--- src/rtl/serial_tx_pkg.sv ---
package serial_tx_pkg;

   typedef enum logic [1:0] {
      TX_IDLE = 2'd0,
      TX_WAIT = 2'd1,
      TX_SEND = 2'd2
   } tx_state_e;

   localparam int FRAME8_BITS = 10;
   localparam int FRAME9_BITS = 11;

endpackage

--- src/rtl/serial_tx_seq.sv ---
module serial_tx_seq
   import serial_tx_pkg::*;
#(
   parameter int NINE_BIT_EN = 1,
   parameter int CNT_W       = 4
) (
   input  logic             clk,
   input  logic             rst_n,
   input  logic             bit_tick,
   input  logic             in_valid,
   input  logic             nine_sel,
   input  logic             brk_sel,
   output logic             accept,
   output logic             start_frame,
   output logic             advance,
   output logic             frame_end,
   output logic             next_is_stop,
   output logic             sending,
   output logic             brk_q,
   output logic             in_ready,
   output logic             busy,
   output logic             done
);

   localparam logic [CNT_W-1:0] LAST8 = CNT_W'(FRAME8_BITS - 1);
   localparam logic [CNT_W-1:0] LAST9 = CNT_W'(FRAME9_BITS - 1);

   tx_state_e        state_q;
   logic [CNT_W-1:0] idx_q;
   logic [CNT_W-1:0] last_idx;
   logic             mode_q;
   logic             at_last;

   generate
      if (NINE_BIT_EN != 0) begin : g_mode_sel
         always_ff @(posedge clk) begin
            if (!rst_n)      mode_q <= 1'b0;
            else if (accept) mode_q <= nine_sel;
         end
      end else begin : g_mode_fixed
         always_ff @(posedge clk) begin
            mode_q <= 1'b0;
         end
      end
   endgenerate

   always_ff @(posedge clk) begin
      if (!rst_n)      brk_q <= 1'b0;
      else if (accept) brk_q <= brk_sel;
   end

   assign last_idx     = mode_q ? LAST9 : LAST8;
   assign sending      = (state_q == TX_SEND);
   assign at_last      = sending && (idx_q == last_idx);
   assign frame_end    = at_last && bit_tick;
   assign in_ready     = (state_q == TX_IDLE) || frame_end;
   assign accept       = in_valid && in_ready;
   assign start_frame  = ((state_q == TX_WAIT) && bit_tick) || (frame_end && accept);
   assign advance      = sending && bit_tick && !at_last;
   assign next_is_stop = (idx_q == (last_idx - 1'b1));
   assign busy         = (state_q != TX_IDLE);

   always_ff @(posedge clk) begin
      if (!rst_n) begin
         state_q <= TX_IDLE;
         idx_q   <= '0;
      end else begin
         unique case (state_q)
            TX_IDLE: begin
               if (accept) state_q <= TX_WAIT;
            end
            TX_WAIT: begin
               if (bit_tick) begin
                  state_q <= TX_SEND;
                  idx_q   <= '0;
               end
            end
            TX_SEND: begin
               if (frame_end) begin
                  idx_q   <= '0;
                  state_q <= accept ? TX_SEND : TX_IDLE;
               end else if (bit_tick) begin
                  idx_q <= idx_q + 1'b1;
               end
            end
            default: state_q <= TX_IDLE;
         endcase
      end
   end

   always_ff @(posedge clk) begin
      if (!rst_n) done <= 1'b0;
      else        done <= frame_end;
   end

   p_ready_window_r7: assert property (@(posedge clk) disable iff (!rst_n)
      (in_ready && busy) |-> bit_tick);

   p_done_single_r8: assert property (@(posedge clk) disable iff (!rst_n)
      done |=> !done);

   p_busy_end_done_r8: assert property (@(posedge clk) disable iff (!rst_n)
      $fell(busy) |-> done);

endmodule

--- src/rtl/serial_tx_shreg.sv ---
module serial_tx_shreg #(
   parameter int DATA_W = 9
) (
   input  logic              clk,
   input  logic              rst_n,
   input  logic              load,
   input  logic              shift,
   input  logic [DATA_W-1:0] load_data,
   output logic              lsb
);

   logic [DATA_W-1:0] sh_q;

   always_ff @(posedge clk) begin
      if (!rst_n)     sh_q <= '0;
      else if (load)  sh_q <= load_data;
      else if (shift) sh_q <= {1'b0, sh_q[DATA_W-1:1]};
   end

   assign lsb = sh_q[0];

endmodule

--- src/rtl/serial_tx_line.sv ---
module serial_tx_line (
   input  logic clk,
   input  logic rst_n,
   input  logic start_frame,
   input  logic advance,
   input  logic frame_end,
   input  logic next_is_stop,
   input  logic brk,
   input  logic sending,
   input  logic data_bit,
   output logic line
);

   always_ff @(posedge clk) begin
      if (!rst_n)           line <= 1'b1;
      else if (start_frame) line <= 1'b0;
      else if (advance)     line <= brk ? 1'b0 : (next_is_stop ? 1'b1 : data_bit);
      else if (frame_end)   line <= 1'b1;
   end

   p_break_low_r6: assert property (@(posedge clk) disable iff (!rst_n)
      (sending && brk) |-> !line);

endmodule

--- src/rtl/serial_frame_tx.sv ---
module serial_frame_tx
   import serial_tx_pkg::*;
#(
   parameter int NINE_BIT_EN = 1,
   localparam int DATA_W     = (NINE_BIT_EN != 0) ? 9 : 8,
   localparam int CNT_W      = $clog2(FRAME9_BITS + 1)
) (
   input  logic              clk,
   input  logic              rst_n,
   input  logic              bit_tick,
   input  logic              nine_bit_mode,
   input  logic              in_valid,
   input  logic [DATA_W-1:0] in_data,
   input  logic              in_break,
   output logic              in_ready,
   output logic              tx_line,
   output logic              busy,
   output logic              done
);

   generate
      if (NINE_BIT_EN != 0 && NINE_BIT_EN != 1) begin : g_bad_param
         $error("serial_frame_tx: NINE_BIT_EN must be 0 or 1");
      end
   endgenerate

   logic accept, start_frame, advance, frame_end, next_is_stop;
   logic sending, brk_q, data_bit;

   serial_tx_seq #(
      .NINE_BIT_EN (NINE_BIT_EN),
      .CNT_W       (CNT_W)
   ) u_seq (
      .clk          (clk),
      .rst_n        (rst_n),
      .bit_tick     (bit_tick),
      .in_valid     (in_valid),
      .nine_sel     (nine_bit_mode),
      .brk_sel      (in_break),
      .accept       (accept),
      .start_frame  (start_frame),
      .advance      (advance),
      .frame_end    (frame_end),
      .next_is_stop (next_is_stop),
      .sending      (sending),
      .brk_q        (brk_q),
      .in_ready     (in_ready),
      .busy         (busy),
      .done         (done)
   );

   serial_tx_shreg #(
      .DATA_W (DATA_W)
   ) u_shreg (
      .clk       (clk),
      .rst_n     (rst_n),
      .load      (accept),
      .shift     (advance),
      .load_data (in_data),
      .lsb       (data_bit)
   );

   serial_tx_line u_line (
      .clk          (clk),
      .rst_n        (rst_n),
      .start_frame  (start_frame),
      .advance      (advance),
      .frame_end    (frame_end),
      .next_is_stop (next_is_stop),
      .brk          (brk_q),
      .sending      (sending),
      .data_bit     (data_bit),
      .line         (tx_line)
   );

   p_idle_high_r1: assert property (@(posedge clk) disable iff (!rst_n)
      !busy |-> tx_line);

   p_line_on_tick_r3: assert property (@(posedge clk) disable iff (!rst_n)
      !bit_tick |=> $stable(tx_line));

endmodule

--- config.mk ---
export PLATFORM = sky130hd
export DESIGN_NAME = serial_frame_tx
export DESIGN_NICKNAME = d
export VERILOG_FILES = /design/src/rtl/serial_tx_pkg.sv /design/src/rtl/serial_tx_seq.sv /design/src/rtl/serial_tx_shreg.sv /design/src/rtl/serial_tx_line.sv /design/src/rtl/serial_frame_tx.sv
export SDC_FILE = /design/constraint.sdc
export NUM_CORES = 1
export LEC_CHECK = 0
export ABC_CLOCK_PERIOD_IN_PS = 1700
export BUFFER_PORTS_ARGS = -buffer_cell sky130_fd_sc_hd__buf_2
export CAP_MARGIN = 20
export CORE_MARGIN = 2
export CORE_UTILIZATION = 41
export CTS_CLUSTER_DIAMETER = 200
export DETAILED_ROUTE_END_ITERATION = 10
export GPL_ROUTABILITY_DRIVEN = 0
export GPL_TIMING_DRIVEN = 0
export SLEW_MARGIN = 20
export SYNTH_ARGS = -nofsm -noshare
export SYNTH_HDL_FRONTEND = slang
export SYNTH_SLANG_ARGS = --single-unit
--- constraint.sdc ---
create_clock -name clk -period 1.7 [get_ports clk]
set_input_delay 0.34 -clock clk [delete_from_list [all_inputs] [get_ports clk]]
set_output_delay 0.34 -clock clk [all_outputs]
set_load 0.01 [all_outputs]
==> results.md <==
- Antenna violations before repair: 0
- Reg power frac: 33.4%
- Ant. Diodes: 0
- Slowest CP cell: dfxtp_4
- Die Wd: 57.05 µm
- Tmin final: 1705 ps
- Syn Nets: 152
- Synth Warn #: 0
- Die Y: 57.05 µm
- Ports: 19
- Initial Util: 42.57%
- Max Clk Rate: 0.5865 GHz
- Final worst slack: -5.059 ps
- Sw Ratio: 40.02%
- Outcome: finished, violations left
- Hold_buf cts: 0
- Multi-input gate area: 750.7 µm²
- Crit Path Category: flop to flop
- Peak VDD IR: 0.9243 mV
- Int Power: 0.001137 W
- Placed instance area: 1277 µm²
- Mapped cell area: 1154 µm²
- Total Routing Usage GR: 19.36%
- Clock-pin slew on the worst setup and hold paths: 120 ps
- RSZ-0062 raised after global routing: yes
- Routed vias: 1150
- Initial DRC Count: 51
- Clock sink count: 19
- Vias in the first global route: 1143
- Register area: 396.6 µm²
- CTS tree: yes
- # Max-Cap Violations: 0
- CTS root buf: clkbuf_4
- Max Slew Vio Count: 0
- CP delay by family, top: compound AO/OA/AOI/OAI gates
- Global route overflow: 0
- Hold Path Class: primary input to flop
- Max-Slew Margin vs Limit: 67.37%
- Final WL: 3155 µm
- Total Die Area: 3254 µm²
- Setup Skew: 9.942 ps
- Nets: 185
- Cell variety after synth: 40
- DRC: 0
- Critical Path RT: 1900 ps
- Yosys reg bits: 19
- First-pass DRT Iterations: 4
- CP Capture Type: flop
- Final setup vio count: 1
- Area of the core: 2710 µm²
- Largest net degree at the start of global routing: 11
- Syn-to-layout area delta: 29.61%
- Leak Pwr: 0.6005 nW
- Syn Inst Count: 132
- Avg WL per Cell: 16.18 µm
- Worst Path Max Fanout: 7
- Register area share after synthesis: 32.97%
- Failing checks: setup timing
- Dominant synthesized flop cell: dfxtp_1
- Maximum buffer depth of the clock tree: 2
- Critical-path cell list: inv_6 -> ha_4 -> buf_6 -> and4b_1 -> o21a_4 -> o2111ai_1 -> a311oi_1
- Clk Latency, worst-skew pair: 300 ps
- WP data arrival: 1910 ps
- Pwr/cell area: 1268 nW/µm²
- IO Port Bufs: 17
- Post-DP HPWL: 2022 µm
- Final Hold Violating Endpoints: 0
- NetSw: 0.0007586 W
- Post-Layout Inst Area: 1495 µm²
- Least-Margin Pin Slew: 489.5 ps
- Avg Cell Area, Syn: 8.739 µm²
- Share of cells above drive strength 1: 36.59%
- Final Util: 55.17%
- H-tree levels: 1
- CP bufs+invs: 2
- Crit-path max cell delay: 380 ps
- Crit start category: flop
- Number of synthesized flops with an enable pin: 0
- DRT antenna net count: 0
- Clk pwr share: 12.5%
- Fraction of registers with async set/reset: 0%
- First-pass GRT wire length: 4933 µm
- Vias/cell: 5.897
- Combinational Power Share: 54.0%
- CTS Buf Count: 3
- Std cell rows: 19
- Fill cell count: 257
- Tcrit/Tclk final: 100.3%
power groups by stage:
stage | sequential, W | clock, W | combinational, W
2_1_floorplan | 0.000616 | 0 | 0.000560
3_3_place_gp | 0.000624 | 0 | 0.000731
3_5_place_dp | 0.000627 | 0 | 0.000750
4_1_cts | 0.000627 | 0.000242 | 0.000930
5_1_grt | 0.000641 | 0.000260 | 0.00113
6_report | 0.000633 | 0.000238 | 0.00102
through the flow:
stage	TNS, ps	hold slack (ps)	setup WS (ps)	power [W]	std cells
6_report	-5.059	274.0	-5.059	0.001895	195
3_3_place_gp	-426.2	457.8	-146.6	0.001355	180
4_1_cts	-24.66	280.8	-24.66	0.001799	194
5_1_grt	-119.2	278.1	-60.74	0.002028	195
3_5_place_dp	-486.4	469.8	-161.7	0.001377	180
2_1_floorplan	0	448.1	101.8	0.001176	132
repair_timing:
| item | CTS | global route |
|---|---|---|
| buffers inserted | 11 | 1 |
| endpoints found under the setup margin | 12 | 12 |
| gates resized for setup | 23 | 7 |
| gates cloned | 0 | 1 |
| hold endpoints to repair | 0 | 0 |
| pin swaps | 1 | 5 |
synthesized netlist by cell type, types with 4 or more instances:
library cell  number  area (µm²)
nand2_1            8       30.03
ha_1               5       62.56
a21oi_1           14       70.07
nor3_1             4       20.02
inv_1              7       26.28
nand3_1           12       60.06
o21ai_0           10       50.05
a311oi_1           9       78.83
dfxtp_1           19       380.4
kinds of logic (layout without fill, tap and decap cells):
logic type                 after synthesis  after routing  synth area share [%]
buffers and inverters                   17             48                 7.809
xor gates and xnor gates                 4              4                 3.037
and+or+nand+nor                         32             32                 15.84
AOI/OAI and AO/OA                       55             56                 34.93
DFF                                     19             19                 32.97
adders and majority gates                5              5                 5.423
layout make-up:
cell class	count	share of cell area, %
Sequential cell	19	26.53
Inverter	8	2.343
Buffer	7	3.766
Tap cell	31	2.594
Multi-Input combinational cell	97	50.21
Clock buffer	4	1.757
Timing Repair Buffer	29	12.80
per-layer routing:
| layer | up-vias | GRT usage [%] | routed length [µm] |
|---|---|---|---|
| li1 | 570 | - | - |
| met2 | 35 | 32.02 | 1580 |
| met4 | 0 | 12.62 | 99 |
| met5 | - | 0 | 0 |
| met1 | 535 | 23.13 | 1329 |
| met3 | 10 | 3.175 | 146 |
placed cells by master, fill, tap and decap left out, types with 2 or more instances in the layout:
cell type  instances
o211ai_2           2
clkbuf_4           3
buf_6              3
clkbuf_1           2
ha_4               2
buf_4             10
xor2_1             3
o211ai_1           3
o21ai_2            2
nor3_1             4
o21ai_0            9
buf_2             20
nand2_1            7
o211a_1            2
o2111ai_1          2
ha_1               3
a311oi_1           8
dfxtp_4            4
nand3_1           12
o21a_4             2
a21oi_1           14
inv_1              5
dfxtp_1           14
o21ai_4            2
final timing paths:
kind                            slack, ps  depth (start not counted)               end             start
worst max-delay path                   -5                          7  u_seq.state_q[1]  u_seq.state_q[0]
worst min register to register        490                          2   u_shreg.sh_q[8]   u_shreg.sh_q[8]
worst min-delay path                  270                          3   u_shreg.sh_q[8]        in_data[8]
worst max register to register         -5                          7  u_seq.state_q[1]  u_seq.state_q[0]
flip-flops by register name (all words and copies together), names as in the netlist:
signal / cells
u_shreg.sh_q: 9
u_seq.idx_q: 4
u_seq.state_q: 2
u_line.line: 1
u_seq.brk_q: 1
u_seq.done: 1
u_seq.mode_q: 1
tightest hold or removal path, stage by stage:
cell and delay [ps]:
buf_2 100, nand2_1 40, o22ai_1 60
(Power assumes the default switching activity.)
